### src/rtl/sector_lock_pkg.sv
`timescale 1ns/1ps
package sector_lock_pkg;

  typedef enum logic [1:0] {
    OP_NOP         = 2'b00,
    OP_SOFT_LOCK   = 2'b01,
    OP_SOFT_UNLOCK = 2'b10,
    OP_HARD_LOCK   = 2'b11
  } lockOp_t;

  // strobes from control to the lock-bit datapath
  typedef struct packed {
    logic setSoft;
    logic clrSoft;
    logic setHard;
  } lockStb_t;

endpackage

### src/rtl/sector_lock_ctrl.sv
`timescale 1ns/1ps
module sector_lock_ctrl
  import sector_lock_pkg::*;
#(
  parameter int NUM_SECT = 270,
  parameter int IDX_W    = 9
) (
  input  logic             clk,
  input  logic             rstN,
  input  logic [1:0]       cmdOp,
  input  logic [IDX_W-1:0] cmdSector,
  input  logic             wpActive,
  input  logic             cmdHard,
  input  logic             reqValid,
  input  logic             reqWritable,
  output lockStb_t         stb,
  output logic             reqGrant,
  output logic             protErr
);

  lockOp_t op;
  logic    cmdInRange;

  assign op         = lockOp_t'(cmdOp);
  assign cmdInRange = ({1'b0, cmdSector} < (IDX_W+1)'(NUM_SECT));

  always_comb begin
    stb = '0;
    if (cmdInRange) begin
      case (op)
        OP_SOFT_LOCK:   stb.setSoft = 1'b1;
        OP_SOFT_UNLOCK: stb.clrSoft = !(cmdHard && wpActive);
        OP_HARD_LOCK:   stb.setHard = 1'b1;
        default:        stb = '0;
      endcase
    end
  end

  always_ff @(posedge clk or negedge rstN) begin
    if (!rstN) begin
      reqGrant <= 1'b0;
      protErr  <= 1'b0;
    end else begin
      reqGrant <= reqValid && reqWritable;
      protErr  <= reqValid && !reqWritable;
    end
  end

  AST_RESP_EXCL: assert property (@(posedge clk) disable iff (!rstN)
    !(reqGrant && protErr));
  AST_RESP_CAUSE: assert property (@(posedge clk) disable iff (!rstN)
    reqValid |=> (reqGrant || protErr));
  AST_NO_SPURIOUS: assert property (@(posedge clk) disable iff (!rstN)
    !reqValid |=> !(reqGrant || protErr));

endmodule

### src/rtl/sector_lock_datapath.sv
`timescale 1ns/1ps
module sector_lock_datapath
  import sector_lock_pkg::*;
#(
  parameter int NUM_SECT = 270,
  parameter int IDX_W    = 9
) (
  input  logic             clk,
  input  logic             rstN,
  input  lockStb_t         stb,
  input  logic [IDX_W-1:0] cmdSector,
  input  logic             wpActive,
  input  logic [IDX_W-1:0] reqSector,
  input  logic [IDX_W-1:0] qrySector,
  output logic             cmdHard,
  output logic             reqWritable,
  output logic [2:0]       qryState,
  output logic             qryWritable
);

  logic [NUM_SECT-1:0] softVec;
  logic [NUM_SECT-1:0] hardVec;

  for (genvar g = 0; g < NUM_SECT; g++) begin : gSector
    logic softBit;
    logic hardBit;
    logic hit;

    assign hit = (cmdSector == IDX_W'(g));

    always_ff @(posedge clk or negedge rstN) begin
      if (!rstN) begin
        softBit <= 1'b1;
        hardBit <= 1'b0;
      end else begin
        if (hit && stb.setSoft)      softBit <= 1'b1;
        else if (hit && stb.clrSoft) softBit <= 1'b0;
        if (hit && stb.setHard)      hardBit <= 1'b1;
      end
    end

    assign softVec[g] = softBit;
    assign hardVec[g] = hardBit;

    AST_HARD_STICKY: assert property (@(posedge clk) disable iff (!rstN)
      hardBit |=> hardBit);
    AST_SOFT_HELD: assert property (@(posedge clk) disable iff (!rstN)
      (hardBit && wpActive && softBit) |=> softBit);
  end

  function automatic logic inRange(input logic [IDX_W-1:0] idx);
    return ({1'b0, idx} < (IDX_W+1)'(NUM_SECT));
  endfunction

  function automatic logic canWrite(input logic [IDX_W-1:0] idx);
    if (!inRange(idx)) return 1'b0;
    return !softVec[idx] && !(hardVec[idx] && wpActive);
  endfunction

  assign cmdHard     = inRange(cmdSector) ? hardVec[cmdSector] : 1'b0;
  assign reqWritable = canWrite(reqSector);
  assign qryWritable = canWrite(qrySector);
  assign qryState    = inRange(qrySector)
                     ? {wpActive, hardVec[qrySector], softVec[qrySector]}
                     : {wpActive, 2'b00};

  AST_STB_RANGE: assert property (@(posedge clk) disable iff (!rstN)
    (stb.setSoft || stb.clrSoft || stb.setHard) |-> inRange(cmdSector));
  AST_STB_SINGLE: assert property (@(posedge clk) disable iff (!rstN)
    $onehot0({stb.setSoft, stb.clrSoft, stb.setHard}));

endmodule

### src/rtl/sector_write_guard.sv
`timescale 1ns/1ps
module sector_write_guard
  import sector_lock_pkg::*;
#(
  parameter int  NUM_SMALL = 16,
  parameter int  NUM_LARGE = 254,
  localparam int NUM_SECT  = NUM_SMALL + NUM_LARGE,
  localparam int IDX_W     = $clog2(NUM_SECT)
) (
  input  logic             clk,
  input  logic             rstN,
  input  logic             wpActive,
  input  logic [1:0]       cmdOp,
  input  logic [IDX_W-1:0] cmdSector,
  input  logic             reqValid,
  input  logic [IDX_W-1:0] reqSector,
  output logic             reqGrant,
  output logic             protErr,
  input  logic [IDX_W-1:0] qrySector,
  output logic [2:0]       qryState,
  output logic             qryWritable
);

  lockStb_t stb;
  logic     cmdHard;
  logic     reqWritable;

  sector_lock_ctrl #(.NUM_SECT(NUM_SECT), .IDX_W(IDX_W)) i_ctrl (
    .clk        (clk),
    .rstN       (rstN),
    .cmdOp      (cmdOp),
    .cmdSector  (cmdSector),
    .wpActive   (wpActive),
    .cmdHard    (cmdHard),
    .reqValid   (reqValid),
    .reqWritable(reqWritable),
    .stb        (stb),
    .reqGrant   (reqGrant),
    .protErr    (protErr)
  );

  sector_lock_datapath #(.NUM_SECT(NUM_SECT), .IDX_W(IDX_W)) i_datapath (
    .clk        (clk),
    .rstN       (rstN),
    .stb        (stb),
    .cmdSector  (cmdSector),
    .wpActive   (wpActive),
    .reqSector  (reqSector),
    .qrySector  (qrySector),
    .cmdHard    (cmdHard),
    .reqWritable(reqWritable),
    .qryState   (qryState),
    .qryWritable(qryWritable)
  );

endmodule

### config.mk
export PLATFORM = sky130hd
export DESIGN_NAME = sector_write_guard
export DESIGN_NICKNAME = d
export VERILOG_FILES = /design/src/rtl/sector_lock_pkg.sv /design/src/rtl/sector_lock_ctrl.sv /design/src/rtl/sector_lock_datapath.sv /design/src/rtl/sector_write_guard.sv
export SDC_FILE = /design/constraint.sdc
export NUM_CORES = 1
export LEC_CHECK = 0
export BUFFER_PORTS_ARGS = -buffer_cell sky130_fd_sc_hd__buf_2
export CAP_MARGIN = 20
export CORE_MARGIN = 3
export CORE_UTILIZATION = 50
export DETAILED_ROUTE_END_ITERATION = 16
export PLACE_DENSITY = 0.66
export SKIP_CTS_REPAIR_TIMING = 1
export SYNTH_ARGS = -nofsm -noshare
export SYNTH_HDL_FRONTEND = slang
export SYNTH_SLANG_ARGS = --single-unit
### constraint.sdc
create_clock -name clk -period 8.73 [get_ports clk]
set_input_delay 2.619 -clock clk [delete_from_list [all_inputs] [get_ports clk]]
set_output_delay 2.619 -clock clk [all_outputs]
set_load 0.05 [all_outputs]
### Yosys cells after proc, flatten, opt, wreduce, memory -nomap -nowiden

Cells that the tools add are included.

| storage, ports and cells | value |
|---|---|
| logic and storage cells | 2,472 |
| bits in registers | 542 |

| cells by class | value |
|---|---|
| reduce and logical (&&, ||, !) cells | 1,094 |
| magnitude comparators | 6 |
| equal/unequal tests | 272 |
| muxes and demuxes | 558 |

Operators by type and width:

| cell | count |
|---|---|
| $eq 9x8->1 const B | 128 |
| $logic_and 1x1->1 | 817 |
| $eq 9x7->1 const B | 64 |
| $mux 1 | 551 |
| $reduce_bool 2->1 | 270 |
| $eq 9x6->1 const B | 32 |
| $eq 9x5->1 const B | 16 |
| $eq 9x9->1 const B | 14 |
| $eq 9x4->1 const B | 8 |
| $bmux 1 s9 | 5 |
| $eq 9x3->1 const B | 4 |
| $lt 9x10->1 const B | 3 |
| $lt 9x9->1 const B | 3 |
| $eq 9x2->1 const B | 2 |
| $eq 9x1->1 const B | 1 |
| $logic_not 9->1 | 1 |
| $logic_not 1->1 | 6 |
| $eq 2x2->1 const B | 2 |
| $mux 3 | 1 |
| $eq 2x1->1 const B | 1 |
| $mux 2 | 1 |

### Longest topological paths before layout

Gate-level depths: netlist of run 1.

| logic depth | value |
|---|---|
| depth after elaboration | 10 |
| gate-level depth with buffers | 13 |
| depth with buffers taken out | 8 |

### Cells and area by module

A second synthesis of run 1 with hierarchy kept.

| unflattened totals | value |
|---|---|
| cell total of the unflattened synthesis | 2,566 |
| area, all modules | 31,118.6 sq um |

Modules (own cells, without submodules):

| module | seq. area each (sq um) | area each (sq um) | cells each | times used |
|---|---|---|---|---|
| sector_lock_datapath | 13,850.8 | 31,003.5 | 2,555 | 1 |
| sector_lock_ctrl | 50.0 | 115.1 | 11 | 1 |

### Least setup slack after synthesis of run 1

No wires, ideal clock.

| path | value |
|---|---|
| kind | input -> output |
| start point | in qrySector[0] |
| end point | out qryWritable |
| arrival | 6.394 ns |
| data required time | 6.111 ns |
| path buffers | 5 |
| slack | -0.283 ns |
| stages | 12 |
| cells stage by stage | buf_2 > buf_4 > buf_4 > buf_2 > buf_2 > mux2i_1 > o22ai_1 > a2111oi_0 > a311oi_1 > o32ai_1 > o2111ai_1 > a2bb2oi_1 |

| between the ends | value |
|---|---|
| cells in the longest elaborated chain, start to end | 6 |

Ends and longest elaborated chain:

| item | RTL line | source |
|---|---|---|
| start: declaration | sector_write_guard.sv:19 | `input logic [IDX_W-1:0] qrySector,` |
| $bmux 1 s9 | sector_lock_datapath.sv:57 | `return !softVec[idx] && !(hardVec[idx] && wpActive);` |
| $mux 1 (not written as such) | sector_lock_datapath.sv:57 |  |
| $logic_and 1x1->1 | sector_lock_datapath.sv:57 |  |
| $logic_not 1->1 | sector_lock_datapath.sv:57 |  |
| $logic_and 1x1->1 | sector_lock_datapath.sv:57 |  |
| $mux 1 (*) | sector_lock_datapath.sv:57 |  |
| end: declaration | sector_write_guard.sv:21 | `output logic qryWritable` |

Mark *: on every way between the ends. The rest lies on a longest branch, timed or not. The select of a mux whose other input is x is not followed.

### Final worst setup path of run 1

Same ends and word-level chain as after synthesis.

==> results of run 1 <==
metrics by stage:
step           hold slack [ps]  instances  total power (W)  area [sq um]
6_report                   490       3432          0.00603         35700
5_1_grt                    499       3431          0.00617         35700
4_1_cts                    490       3430          0.00602         35700
3_5_place_dp               480       3316          0.00328         33500
3_3_place_gp               476       3316          0.00327         33500
2_1_floorplan              469       2624          0.00302         32400
sequential cells by signal (all words and copies together) (netlist names):
signal,flops
i_datapath.gSector.hardBit,270
i_ctrl.protErr,1
i_ctrl.reqGrant,1
i_datapath.gSector.softBit,270
layout by cell type (no fill, tap or decap), drive strengths merged, types with 11 or more instances in the layout:
cell type,n
buf,151
a41oi,31
o221ai,11
o21ai,44
clkinv,17
nor3,24
clkbuf,90
o21bai,270
nand3,106
dfrtp,272
o22ai,17
nand4,128
a21oi,84
nand2,100
a2111oi,11
a31oi,32
inv,13
nor2b,18
nor2,56
a22oi,31
mux2,17
dfstp,270
mux2i,131
nor4,12
nand2b,20
mux4,308
a22o,40
o2bb2ai,165
per-layer routing:
| metal | GRT usage (%) | share of wire, % |
|---|---|---|
| met3 | 12.0 | 14 |
| met5 | 0 | 0.018 |
| met4 | 20.4 | 7.2 |
| met1 | 48.8 | 36 |
| met2 | 51.7 | 42 |
worst max-delay path by stage:
stage	start	endpoint	slack, ps
final	qrySector[0]	qryWritable	100
after global routing	qrySector[0]	qryWritable	90
after CTS	qrySector[0]	qryWritable	-180
after detailed placement	qrySector[0]	qryWritable	-180
after global placement	qrySector[0]	qryWritable	-100
after floorplan	qrySector[0]	qryWritable	40
synth_stat cells, types with 56 or more instances:
cell and n:
nand4_1 128, nand3_1 106, nand2_1 100, clkbuf_1 193, mux2i_1 131, o2bb2ai_1 165, mux4_2 308, dfrtp_1 272
nor2_1 56, a21oi_1 84, o21bai_1 270, buf_2 80, dfstp_2 270
worst register-to-register path, cell delays in order (launching register included):
cell,delay [ps]
dfrtp_1,410
mux2i_1,100
a22o_1,260
a221oi_1,300
o22ai_1,130
o311ai_0,830
nand4_1,810
buf_12,460
and3_1,280
a21oi_1,180
area by class of cell:
type	count	area, sq um	area share, %
flip-flops and latches	542	13900	39.0
diodes	2	5.00	0.0140
repair buffers	151	1220	3.43
inverters	12	45.0	0.126
well taps	846	1060	2.97
multi-input cells	1765	17300	48.5
clock buffers	90	1870	5.24
clock inverters	24	283	0.793
where the power goes:
part / internal, W / total, W / switching (W) / leakage [nW]
Sequential: 0.00257 / 0.00261 / 0.0000385 / 6.57
Combinational: 0.000207 / 0.000653 / 0.000446 / 5.35
Clock: 0.00165 / 0.00276 / 0.00111 / 1.08
Total: 0.00443 / 0.00603 / 0.00160 / 13.0
cells by family after synthesis:
| family | share of synthesized area (%) |
|---|---|
| multiplexers | 26.1 |
| buffers and inverters | 4.14 |
| flip-flops | 42.9 |
| AO/OA/AOI/OAI | 18.6 |
| AND/OR/NAND/NOR | 8.24 |
==> results.txt, run 1 <==
outcome = finished clean
Worst EP arrival = 6020 ps
NumNets Final = 2566
Tmin final = 8630 ps
initial antenna violation count = 5
hold path depth = 1
Die ar. = 67800 sq um
grt ovf = 0
initial drt markers = 3860
crit share post-route = 98.9%
slowest cell delay on critical path = 610 ps
Seq/Total Area, Yosys = 42.9%
launch point of the worst reg-to-reg path = i_datapath.gSector[83].hardBit
Setup WS pre-CTS = -180 ps
Layout fillers = 5268
PortBufs = 38
worst-margin pin slew = 1200 ps
clock skew = 25.2 ps
total core area = 63500 sq um
CP Buf/Inv Count = 4
via count = 26600
CTS tree = built
wire per inst = 35.7 um
Yosys top cell area share = 21.9%
warnings from Yosys = 0
area leader, netlist = dfstp_2
Post-synth EDFFs = 0
crit path kind = in -> out
R2R Path End = i_datapath.gSector[189].softBit
Post-Synthesis Cells = 2624
crit-path leading delay family = compound AO/OA/AOI/OAI gates
hold endpoint = i_datapath.gSector[223].softBit
CTS Buffer Depth = 3
Clk Latency, worst-skew pair = 660 ps
reg2reg setup slack = 4890 ps
row cnt = 92
Slew headroom = 20.3%
drt drc = 0
RSZ-0062 raised after global routing = no
synthesis-to-layout area growth = 10.2%
hold wc startpoint = i_datapath.gSector[223].softBit
CP max stage cell = a2111oi_0
vias in the first global route = 26600
io pins = 39
Routability Congestion = 0.958
Worst Setup Start Kind = input port
Reg clk slew, reported paths = 60 ps
stages on the worst setup path = 10
Num CTS Buffers = 61
Die H = 260 um
final hold vios = 0
Cell Chain, Critical Path = buf_8 > buf_4 > mux4_2 > a2111oi_0 > a311oi_1 > o31a_1 > a211oi_4 > buf_4 > a2bb2oi_2 > buf_2
Syn Area/Cell = 12.3 sq um
share of cells above drive strength 1 = 34.2%
FMAX = 116 MHz
Final Max Tran Viols = 0
post-synth net total = 2657
first-pass iteration count of the detailed router = 6
Critical Path RT = 6110 ps
Detailed Route WL = 122 mm
Util after Layout = 56.1%
Max Fanout on Critical Path = 28
Post-Syn Area = 32400 sq um
cells on worst reg2reg path = 9
Lkg Pwr = 13.0 nW
IR drop worst, VDD = 0.164 mV
Yosys cell types = 67
Max Cap Viol = 0
H-tree lvl count = 2
Final ANT Viol Nets = 0
# clock sinks = 542
PnR worst setup slack = 95.6 ps
crit end category = output port
synthesis-stage register bit count = 542
largest net degree at the start of global routing = 203
Die X = 260 um
post-detailed-route via-to-cell ratio = 7.76
Crit path top cell by count = buf_4
first-pass GRT wire length = 182 mm
CTS Root Cell = clkbuf_16
Total GRT Usage = 36.2%
total negative slack = 0 ps
Hold Crit Class = reg -> reg
asr flop ratio synth = 100%
top_reg_cell synth = dfrtp_1
starting density of the core = 50.9%
power per cell area = 169 nW/um^2
HPWL Detailed = 76.1 mm
Final setup violation count = 0
Area contributors post-synth = dfstp_2 (22%), mux4_2 (21%), dfrtp_1 (21%), o21bai_1 (6.3%), o2bb2ai_1 (4.5%)
Power figures use the tool's default switching activity.
==> run 2: changes to the inputs <==
--- a/config.mk
+++ b/config.mk
@@ -5,12 +5,11 @@
 export SDC_FILE = /design/constraint.sdc
 export NUM_CORES = 1
 export LEC_CHECK = 0
-export BUFFER_PORTS_ARGS = -buffer_cell sky130_fd_sc_hd__buf_2
 export CAP_MARGIN = 20
 export CORE_MARGIN = 3
 export CORE_UTILIZATION = 50
 export DETAILED_ROUTE_END_ITERATION = 16
-export PLACE_DENSITY = 0.66
+export DONT_BUFFER_PORTS = 1
 export SKIP_CTS_REPAIR_TIMING = 1
 export SYNTH_ARGS = -nofsm -noshare
 export SYNTH_HDL_FRONTEND = slang
==> results.txt, run 2 (same netlist as run 1, synthesis figures left out) <==
commonest non-fill, non-tap cell in the layout = mux4_2
power per cell area = 169 nW/um^2
CTS Root Cell = clkbuf_16
largest net degree at the start of global routing = 543
most frequent cells in the layout = mux4_2 (308), dfrtp_1 (272), o21bai_1 (270), dfstp_2 (270), o2bb2ai_1 (165)
HPWL Detailed = 70.2 mm
Reg clk slew, reported paths = 60 ps
top sig layer = met5
grt ovf = 0
H-tree lvl count = 3
FMAX = 123 MHz
Flop pwr share = 44.1%
total core area = 63500 sq um
via count = 26200
IR drop worst, VDD = 0.153 mV
outcome = complete, but fails checks
Tot Pwr = 0.00593 W
first-pass GRT wire length = 181 mm
Hold Crit Class = reg -> reg
Num CTS Buffers = 66
Clk Latency, worst-skew pair = 630 ps
Slew headroom = -75.5%
largest registers = i_datapath.gSector.hardBit x270, i_datapath.gSector.softBit x270
post-detailed-route via-to-cell ratio = 7.82
Final Max Tran Viols = 383
failing checks = max-slew violations
total negative slack = 0 ps
RSZ-0062 raised after global routing = no
synthesis-to-layout area growth = 8.48%
Tmin final = 8110 ps
Final ANT Viol Nets = 0
NumNets Final = 2488
M1 WL = 45.9 mm
worst-margin pin slew = 2630 ps
row cnt = 92
Die H = 260 um
Die ar. = 67800 sq um
PortBufs = 0
Routability Congestion = 0.898
CTS tree = built
Critical Path RT = 6110 ps
placed instance count = 3230
initial antenna violation count = 2
Design Area, Final = 35100 sq um
Total GRT Usage = 36.4%
Util after Layout = 55.3%
Final setup violation count = 0
Cell Int Power = 0.00452 W
wire per inst = 36.6 um
Max Cap Viol = 0
Die X = 260 um
# clock sinks = 542
Sw Share = 23.8%
final hold vios = 0
clock skew = 24.1 ps
placed instance area = 32800 sq um
crit path kind = in -> out
Comb pwr share = 6.9%
io pins = 39
share of cells above drive strength 1 = 32.2%
met3 WL = 16.0 mm
first-pass iteration count of the detailed router = 9
wire length on met2 = 53.1 mm
vias in the first global route = 25900
crit end category = output port
crit share post-route = 92.9%
Worst EP arrival = 5490 ps
clock network power share = 49.0%
drt drc = 0
Post-Layout Cell Count = 3354
Detailed Route WL = 123 mm
Lkg Pwr = 12.6 nW
Max Fanout on Critical Path = 121
initial drt markers = 3613
Net Sw Power = 0.00141 W
CTS Buffer Depth = 3
reg2reg setup slack = 4930 ps
Worst Setup Start Kind = input port
starting density of the core = 50.9%
## run 2: worst paths after layout
path | end | startpoint | cells after the start
max in group asynchronous | i_datapath.gSector[102].hardBit | rstN | 0
setup reg to reg | i_datapath.gSector[104].softBit | i_datapath.gSector[63].hardBit | 8
hold reg to reg | i_datapath.gSector[72].softBit | i_datapath.gSector[72].softBit | 1
min in group asynchronous | i_datapath.gSector[103].hardBit | rstN | 0
hold / removal | i_datapath.gSector[72].softBit | i_datapath.gSector[72].softBit | 1
setup / recovery | qryWritable | qrySector[1] | 9
## run 2: per-layer routing
metal  global-route usage, %  vias to the layer above
li1                        -                    10200
met1                    49.0                    13600
met2                    52.1                     1939
met3                    12.0                      478
met4                    20.1                        6
met5                       0                        -
## run 2: through the flow
stage	hold slack (ps)	setup slack, ps
detailed placement	481	798
floorplan	469	37.5
global placement	476	804
finish	490	618
global route	496	667
CTS	491	791
## run 2: power groups by stage
stage          clock [W]  combinational (W)  sequential, W
6_report         0.00290           0.000412        0.00261
5_1_grt          0.00303           0.000421        0.00262
4_1_cts          0.00292           0.000397        0.00261
3_5_place_dp           0           0.000396        0.00265
3_3_place_gp           0           0.000392        0.00265
2_1_floorplan          0           0.000378        0.00264
## run 2: worst max-delay path, stage by stage
cell       delay (ps)
nand3_1           570
o22ai_1           200
a2111oi_0         570
a311oi_1          100
o31a_1            390
a211oi_1          370
buf_4             230
a2bb2oi_2         140
buf_4             210
## run 2: area by class of cell
class                      instances  area [sq um]
inverter                          12          45.0
clock buffer                     103          2060
multi-input combinational       1765         17300
tap                              846          1060
sequential                       542         13900
antenna                            3          7.51
timing repair buffer              68           538
fill                            5229         28400
clock inverter                    15           208
